### src/rtl/hws_pkg.sv
package hws_pkg;

  typedef enum logic [1:0] {
    ST_RUN    = 2'd0,
    ST_HALT   = 2'd1,
    ST_SETTLE = 2'd2,
    ST_RESUME = 2'd3
  } seqState_t;

  // Strobes from the control FSM to the datapath
  typedef struct packed {
    logic haltEnter; // PD <= 1, TO <= 0
    logic pdClr;     // PD <= 0
    logic toSet;     // TO <= 1
    logic resWake;   // reset pin woke a halted core: TO <= 0, PD <= 1
    logic cold;      // drive cold reset on the next cycle
    logic cntClr;    // clear settle counter
    logic cntEn;     // advance settle counter
  } seqStrobe_t;

endpackage

### src/rtl/hws_datapath.sv
module hws_datapath
  import hws_pkg::*;
#(
  parameter int PORT_W        = 8,
  parameter int SETTLE_CYCLES = 1024,
  parameter int SYNC_STAGES   = 2
) (
  input  logic              clk,
  input  logic              porN,
  input  logic              extResN,
  input  logic [PORT_W-1:0] portIn,
  input  logic [PORT_W-1:0] wakeMask,
  input  seqStrobe_t        strobe,
  output logic              resActive,
  output logic              portWake,
  output logic              settleDone,
  output logic              coldRst,
  output logic              toFlag,
  output logic              pdFlag
);

  localparam int CNT_W = (SETTLE_CYCLES > 2) ? $clog2(SETTLE_CYCLES) : 1;
  localparam logic [CNT_W-1:0] CNT_LAST = CNT_W'(SETTLE_CYCLES - 1);

  // Reset pin synchronizer; idles in the released state
  logic [SYNC_STAGES-1:0] resSync;
  always_ff @(posedge clk or negedge porN) begin
    if (!porN) resSync <= '1;
    else       resSync <= {resSync[SYNC_STAGES-2:0], extResN};
  end
  assign resActive = !resSync[SYNC_STAGES-1];

  // Port falling-edge detection against the previous sample
  logic [PORT_W-1:0] portPrev;
  logic [PORT_W-1:0] fallBits;
  always_ff @(posedge clk or negedge porN) begin
    if (!porN) portPrev <= '1;
    else       portPrev <= portIn;
  end

  for (genvar i = 0; i < PORT_W; i++) begin : g_fall
    assign fallBits[i] = wakeMask[i] & portPrev[i] & ~portIn[i];
  end
  assign portWake = |fallBits;

  // Settling window counter
  logic [CNT_W-1:0] settleCnt;
  always_ff @(posedge clk or negedge porN) begin
    if (!porN)             settleCnt <= '0;
    else if (strobe.cntClr) settleCnt <= '0;
    else if (strobe.cntEn)  settleCnt <= settleCnt + 1'b1;
  end
  assign settleDone = (settleCnt == CNT_LAST);

  // Cold reset output register
  logic coldQ;
  always_ff @(posedge clk or negedge porN) begin
    if (!porN) coldQ <= 1'b1;
    else       coldQ <= strobe.cold;
  end
  assign coldRst = coldQ;

  // Reset-cause flags
  logic toQ, pdQ;
  always_ff @(posedge clk or negedge porN) begin
    if (!porN) begin
      toQ <= 1'b0;
      pdQ <= 1'b0;
    end else if (strobe.resWake) begin
      toQ <= 1'b0;
      pdQ <= 1'b1;
    end else begin
      if (strobe.haltEnter) begin
        toQ <= 1'b0;
        pdQ <= 1'b1;
      end
      if (strobe.toSet) toQ <= 1'b1;
      if (strobe.pdClr) pdQ <= 1'b0;
    end
  end
  assign toFlag = toQ;
  assign pdFlag = pdQ;

endmodule

### src/rtl/hws_ctrl.sv
module hws_ctrl
  import hws_pkg::*;
(
  input  logic       clk,
  input  logic       porN,
  input  logic       haltReq,
  input  logic       wdtClr,
  input  logic       wdtOvf,
  input  logic       irqReq,
  input  logic       irqEn,
  input  logic       stackFull,
  input  logic       resActive,
  input  logic       portWake,
  input  logic       settleDone,
  output seqStrobe_t strobe,
  output logic       sysClkEn,
  output logic       cpuRun,
  output logic       warmRst,
  output logic       wdtRestart,
  output logic       takeIrq
);

  seqState_t state, stateNxt;
  logic irqBlock;
  logic takePend;
  logic irqWake;

  assign irqWake = irqReq && !irqBlock;

  always_comb begin
    stateNxt       = state;
    strobe         = '0;
    warmRst        = 1'b0;
    wdtRestart     = 1'b0;
    strobe.cntClr  = (state != ST_SETTLE) || resActive;
    strobe.cntEn   = (state == ST_SETTLE) && !resActive;
    if (resActive) begin
      stateNxt       = ST_SETTLE;
      strobe.cold    = 1'b1;
      strobe.resWake = (state == ST_HALT);
    end else begin
      unique case (state)
        ST_RUN: begin
          if (wdtOvf) begin
            strobe.toSet = 1'b1;
            strobe.cold  = 1'b1;
            stateNxt     = ST_SETTLE;
          end else if (haltReq) begin
            strobe.haltEnter = 1'b1;
            wdtRestart       = 1'b1;
            stateNxt         = ST_HALT;
          end else if (wdtClr) begin
            strobe.pdClr = 1'b1;
          end
        end
        ST_HALT: begin
          if (wdtOvf) begin
            strobe.toSet = 1'b1;
            warmRst      = 1'b1;
            stateNxt     = ST_SETTLE;
          end else if (irqWake || portWake) begin
            stateNxt = ST_SETTLE;
          end
        end
        ST_SETTLE: begin
          if (settleDone) stateNxt = takePend ? ST_RESUME : ST_RUN;
        end
        ST_RESUME: stateNxt = ST_RUN;
        default:   stateNxt = ST_RUN;
      endcase
    end
  end

  always_ff @(posedge clk or negedge porN) begin
    if (!porN) state <= ST_SETTLE;
    else       state <= stateNxt;
  end

  // Interrupts already requested at halt entry cannot wake
  always_ff @(posedge clk or negedge porN) begin
    if (!porN)                                      irqBlock <= 1'b0;
    else if (state == ST_RUN && stateNxt == ST_HALT) irqBlock <= irqReq;
  end

  // Whether the wake-up will enter the interrupt routine
  always_ff @(posedge clk or negedge porN) begin
    if (!porN)                                 takePend <= 1'b0;
    else if (resActive || state == ST_RUN)     takePend <= 1'b0;
    else if (state == ST_HALT && stateNxt == ST_SETTLE)
      takePend <= !wdtOvf && irqWake && irqEn && !stackFull;
  end

  assign sysClkEn = (state != ST_HALT);
  assign cpuRun   = (state == ST_RUN);
  assign takeIrq  = (state == ST_RESUME);

endmodule

### src/rtl/halt_wake_seq.sv
module halt_wake_seq
  import hws_pkg::*;
#(
  parameter int PORT_W        = 8,
  parameter int SETTLE_CYCLES = 1024,
  parameter int SYNC_STAGES   = 2
) (
  input  logic              clk,
  input  logic              porN,
  input  logic              extResN,
  input  logic              haltReq,
  input  logic              wdtClr,
  input  logic              wdtOvf,
  input  logic [PORT_W-1:0] portIn,
  input  logic [PORT_W-1:0] wakeMask,
  input  logic              irqReq,
  input  logic              irqEn,
  input  logic              stackFull,
  output logic              sysClkEn,
  output logic              cpuRun,
  output logic              coldRst,
  output logic              warmRst,
  output logic              wdtRestart,
  output logic              toFlag,
  output logic              pdFlag,
  output logic              takeIrq
);

  seqStrobe_t strobe;
  logic resActive, portWake, settleDone;

  hws_ctrl uCtrl (
    .clk(clk), .porN(porN), .haltReq(haltReq), .wdtClr(wdtClr), .wdtOvf(wdtOvf),
    .irqReq(irqReq), .irqEn(irqEn), .stackFull(stackFull),
    .resActive(resActive), .portWake(portWake), .settleDone(settleDone),
    .strobe(strobe), .sysClkEn(sysClkEn), .cpuRun(cpuRun), .warmRst(warmRst),
    .wdtRestart(wdtRestart), .takeIrq(takeIrq)
  );

  hws_datapath #(
    .PORT_W(PORT_W), .SETTLE_CYCLES(SETTLE_CYCLES), .SYNC_STAGES(SYNC_STAGES)
  ) uDp (
    .clk(clk), .porN(porN), .extResN(extResN), .portIn(portIn), .wakeMask(wakeMask),
    .strobe(strobe), .resActive(resActive), .portWake(portWake),
    .settleDone(settleDone), .coldRst(coldRst), .toFlag(toFlag), .pdFlag(pdFlag)
  );

endmodule

### config.mk
export PLATFORM = sky130hd
export DESIGN_NAME = halt_wake_seq
export DESIGN_NICKNAME = d
export VERILOG_FILES = /design/src/rtl/hws_pkg.sv /design/src/rtl/hws_datapath.sv /design/src/rtl/hws_ctrl.sv /design/src/rtl/halt_wake_seq.sv
export SDC_FILE = /design/constraint.sdc
export NUM_CORES = 1
export LEC_CHECK = 0
export ABC_AREA = 1
export BUFFER_PORTS_ARGS = -buffer_cell sky130_fd_sc_hd__buf_2
export CAP_MARGIN = 25
export CELL_PAD_IN_SITES_DETAIL_PLACEMENT = 1
export CELL_PAD_IN_SITES_GLOBAL_PLACEMENT = 1
export CORE_MARGIN = 1
export CORE_UTILIZATION = 40
export DETAILED_ROUTE_END_ITERATION = 6
export PLACE_DENSITY_LB_ADDON = 0.15
export SYNTH_ARGS = -nofsm -noshare
export SYNTH_HDL_FRONTEND = slang
export SYNTH_SLANG_ARGS = --single-unit
### constraint.sdc
create_clock -name clk -period 2.7 [get_ports clk]
set_input_delay 0.27 -clock clk [delete_from_list [all_inputs] [get_ports clk]]
set_output_delay 0.27 -clock clk [all_outputs]
set_load 0.02 [all_outputs]
## Word level (Yosys, flattened, before mapping)

Index checks and enable logic that the tools add are counted.

- Flip-flop bits (word level): 27
- Input port bits: 25
- Output and inout bits: 8
- Word-level logic and storage cells: 97

- $add $sub $neg: 1
- Equality and inequality tests: 8
- Mux-type cells: 34
- Bitwise logic cells: 24
- Reductions and logical operators: 21

Operators by type and width:

| operator | count |
|---|---|
| 1-bit two-way mux | 21 |
| 10-bit two-way mux | 2 |
| 2-bit two-way mux | 9 |
| 1-bit bitwise AND | 16 |
| 10-bit by 1-bit adder with 10-bit output (second input constant) | 1 |
| 10-bit == test (second input constant) | 1 |
| 1-bit NOT | 8 |
| 2-bit one-hot mux with 4 select lines | 1 |
| 8-bit OR reduction | 1 |
| 1-bit logical AND | 7 |
| 2-bit == test (second input constant) | 3 |
| 3-bit nonzero test | 2 |
| 2-bit by 1-bit == test with 1-bit output (second input constant) | 2 |
| 1-bit logical NOT | 4 |
| 2-bit nonzero test | 2 |
| 1-bit logical OR | 3 |
| 3-bit two-way mux | 1 |
| 2-bit logical NOT | 1 |
| 2-bit by 1-bit inequality test with 1-bit output (second input constant) | 1 |
| 2-bit inequality test (second input constant) | 1 |
| 2-bit OR reduction | 1 |

## Logic depth before layout (Yosys ltp)

- Word-level depth: 12
- Depth in mapped cells: 10
- Gate-level depth less buffers: 10

## Hierarchy

Synthesis repeated with hierarchy kept, for this count alone.

- Cell total of the unflattened synthesis: 166
- Area total of the unflattened synthesis: 1331.3 um^2

By module, submodules not included:

| module | times used | cells each | area each (um^2) | sequential area each (um^2) |
|---|---|---|---|---|
| hws_datapath | 1 | 112 | 1009.7 | 589.3 |
| hws_ctrl | 1 | 54 | 321.6 | 101.3 |

## Least setup slack after synthesis

Ideal clock, no wire load.

- Path type: register -> register
- Start: reg uCtrl.state[0]
- End: reg uDp.pdQ, in the netlist uDp.pdFlag
- Library setup time: 0.088 ns
- Arrival: 1.374 ns
- Required time: 2.612 ns
- Setup slack: 1.238 ns
- Cell stages (with the launch flop): 6
- Path buffers: 0
- Clock period less this slack: 1.462 ns
- Cells stage by stage: dfrtp_1 -> nor2_1 -> nand3_1 -> inv_1 -> nor3_1 -> a41oi_1

- Cells in the longest elaborated chain, start to end: 5
- Elaborated cells between the ends (all ways): 8
- Classes of those cells: eq/ne: 1; mux: 5; reduce/logical: 2

Ends and longest elaborated chain:

| what | RTL line | text |
|---|---|---|
| start, declared | hws_ctrl.sv:23 | `seqState_t state, stateNxt;` |
| start signal, assigned | hws_ctrl.sv:76 | `else state <= stateNxt;` |
| 2-bit logical NOT (*) | - |  |
| via cpuRun | halt_wake_seq.sv:20 | `output logic cpuRun,` |
| 2-bit two-way mux (*) | hws_ctrl.sv:42 | `unique case (state)` |
| 3-bit two-way mux (*) | hws_ctrl.sv:37 | `if (resActive) begin` |
| 1-bit two-way mux | hws_datapath.sv:78 | `if (strobe.pdClr) pdQ <= 1'b0;` |
| 1-bit two-way mux | hws_datapath.sv:69 | `end else if (strobe.resWake) begin` |
| end signal, assigned | hws_datapath.sv:68 | `pdQ <= 1'b0;` |
| end signal, assigned | hws_datapath.sv:71 | `pdQ <= 1'b1;` |
| end signal, assigned | hws_datapath.sv:78 |  |
| end, declared | hws_datapath.sv:64 | `logic toQ, pdQ;` |

The timed path passes the listed nets; every way through them passes the cells marked *.
A chain may end at the register's enable or synchronous reset.

## Worst setup path after layout

- Start: reg uDp.resSync[1]
- End: out wdtRestart

- Cells in the longest elaborated chain, start to end: 1

Ends and longest elaborated chain:

| what | RTL line | text |
|---|---|---|
| start, declared | hws_datapath.sv:26 | `logic [SYNC_STAGES-1:0] resSync;` |
| start signal, assigned | hws_datapath.sv:29 | `else resSync <= {resSync[SYNC_STAGES-2:0], extResN};` |
| 1-bit two-way mux | hws_ctrl.sv:37 |  |
| end, declared | halt_wake_seq.sv:23 | `output logic wdtRestart,` |

No other way between the ends.

==> flow_summary.ini <==
[sta]
post-route-period-util_pct = 66.48
rsz0062_at_grt = false
period_needed_ns = 1.795
tns_ns = 0
worst_pin_slew_ns = 0.6032
skew_ns = 0.001606
worst_slack_ns = 0.9049
final_hold_viol_count = 0
slew_viol_final = 0
max-slew-margin-rel_pct = 59.79
max_freq_ghz = 0.5571
setup-violations-final = 0

[final_layout]
drive_above_1_share_pct = 27.13
nFillCells = 362
syn_to_final_growth_pct = 19.64
post-route-util_pct = 52.37
diodes = 0
nets = 215

[clock_network]
numClockSinks = 27
clk_latency_ns = 0.33
clk_path_buf_depth = 2
path_clk_slew_ns = 0.14
cts_tree = done
htree_levels = 1
cts_setup_buffers = 0
clock-root-buffer = clkbuf_4
cts_resized = 0
hold_buffers = 2
numCtsBuffers = 3

[pwr]
leakage_nw = 0.7911
pwr-share-seq_pct = 64.0
p_switching_w = 0.0001662
sw_frac_of_total_pct = 24.62
comb_power_share_pct = 9.6
clockPowerShare_pct = 26.5
ir_drop_mv = 0.2774
internal-power_w = 0.0005089
p_per_area_nw_per_um2 = 451.9

[synth]
syn-cell-area_sq_um = 1249
synth_cell_types = 20
yosys-top-cells-count = 34 x nand2_1, 27 x nor2_1, 22 x inv_1, 15 x dfrtp_1, 12 x dfstp_2
ys_ff_latch = 27
synth_flop_cell = dfrtp_1
async_flop_share_pct = 100.0
yosysWarnings = 0
yosysSeqAreaShare_pct = 55.31
synth_top_area_share_pct = 30.06
synth_fp_nets = 176
synth_area_leaders = dfrtp_1 30%, dfstp_2 25%, nand2_1 10%, nor2_1 8.1%, inv_1 6.6%
synth_top_cell_by_area = dfrtp_1
postSynthAreaPerCell_sq_um = 8.325
synth_edf_count = 0
syn_inst = 150
yosysMostFrequentCell = nand2_1

[critical_path]
crit_fanout = 6
crit_type = reg2out
critPathArrivalTime_ns = 1.53
worstSetupEndpointType = primary output
cp.required_ns = 2.43
startpoint_type = register

[die]
die-area_sq_um = 3349
ioPinCount = 33
die_h_um = 57.87
core_sq_um = 2853
start_util_pct = 43.77
fp-row-count = 19
die_w_um = 57.87

[grt]
grt_max_degree = 28
grt_overflow_total = 0
grt_use_total_pct = 19.60
grt_pass1_wl_um = 5002
grt_pass1_vias = 1183
antenna_found_initial = 0

[routing]
wl_per_cell_um = 13.15
ant_nets = 0
vias = 1115
wl_um = 2880
drt_iter0_markers = 32
drc = 4
first_pass_iters = 6
vias_per_cell = 5.091

[placement]
dp_slack_ns = 1.147
port_buffers = 32
place.gp.congestion = 0.7614
post-dp-hpwl_um = 2298

[run_status]
violations = design-rule violations
status = finished, violations left

[worst_hold_path]
hold_path_class = in2reg

[run]
cap_viol_max_count = 0
## metal layers
metal  vias to the layer above  wire (um)  track usage, %
li1                        552          -               -
met1                       541       1184           22.53
met2                        17       1540           36.29
met3                         5         98           2.009
met4                         0         56           9.184
met5                         -          0               0
## kinds of logic (layout without fill, tap and decap cells)
| family | Yosys count | count (layout) | share of synthesized area (%) |
|---|---|---|---|
| and+or+nand+nor | 84 | 84 | 29.76 |
| buffers and inverters | 22 | 60 | 6.613 |
| DFF | 27 | 27 | 55.31 |
| AOI/OAI and AO/OA | 16 | 16 | 7.316 |
| adders and majority gates | 1 | 1 | 1.002 |
## final cells by class
class / instances / area, sq um / share of cell area, %
Multi-Input combinational cell: 101 / 475.5 / 31.83
Inverter: 22 / 82.58 / 5.528
Timing Repair Buffer: 34 / 180.2 / 12.06
Clock buffer: 4 / 26.28 / 1.759
Sequential cell: 27 / 690.7 / 46.23
Tap cell: 31 / 38.79 / 2.596
## power by group through the flow
stage / Combinational [W] / Sequential [W] / Clock, W
after floorplan: 0.0000262 / 0.000438 / 0
after global placement: 0.0000609 / 0.000438 / 0
after detailed placement: 0.0000646 / 0.000439 / 0
after CTS: 0.0000672 / 0.000432 / 0.000190
after global routing: 0.0000751 / 0.000434 / 0.000193
final: 0.0000647 / 0.000432 / 0.000179
## critical path: stages, from the launching register on
cell	delay, ns
dfstp_2	0.62
nand2_1	0.07
inv_1	0.08
nand3_1	0.12
inv_1	0.13
buf_2	0.17
## flip-flops by register name, indices dropped and copies added, names as in the netlist
| name | cells |
|---|---|
| uDp.portPrev | 8 |
| uCtrl.takePend | 1 |
| uDp.pdFlag | 1 |
| uDp.resSync | 2 |
| uDp.coldRst | 1 |
| uDp.settleCnt | 10 |
| uCtrl.state | 2 |
| uCtrl.irqBlock | 1 |
| uDp.toFlag | 1 |
## placed cells by master (no fill, tap or decap), drive strengths merged
cell type / instances
ha: 1
buf: 32
nand2: 34
dlygate4sd3: 2
o31ai: 1
o21bai: 1
clkbuf: 4
dfrtp: 15
o211ai: 1
dfstp: 12
nor2: 29
o21ai: 4
a21oi: 8
nor3: 4
a41oi: 1
nand3b: 4
nand3: 10
nor3b: 1
nand4: 1
inv: 22
nor4: 1
## final timing paths
check                           slack (ns)        startpoint               end  cells after the start
worst min register to register        0.37    uDp.resSync[0]    uDp.resSync[1]                      0
worst max-delay path                  0.90    uDp.resSync[1]        wdtRestart                      5
worst max register to register        1.13  uDp.settleCnt[0]    uCtrl.state[0]                      9
max in group asynchronous             1.84              porN  uDp.settleCnt[8]                      2
worst min-delay path                  0.03         portIn[0]   uDp.portPrev[0]                      1
min in group asynchronous             0.47              porN        uDp.pdFlag                      2
## stage by stage
stage          hold WS, ns  std cells  area (sq um)   power, W
6_report           0.02698        219          1494  0.0006751
5_1_grt            0.01369        219          1494  0.0007024
4_1_cts           0.009085        219          1494  0.0006893
3_5_place_dp        0.3107        213          1448  0.0005032
3_3_place_gp        0.3078        213          1448  0.0004985
2_1_floorplan     -0.02559        150          1249  0.0004640
No activity file was read; power rests on OpenSTA's default activity.
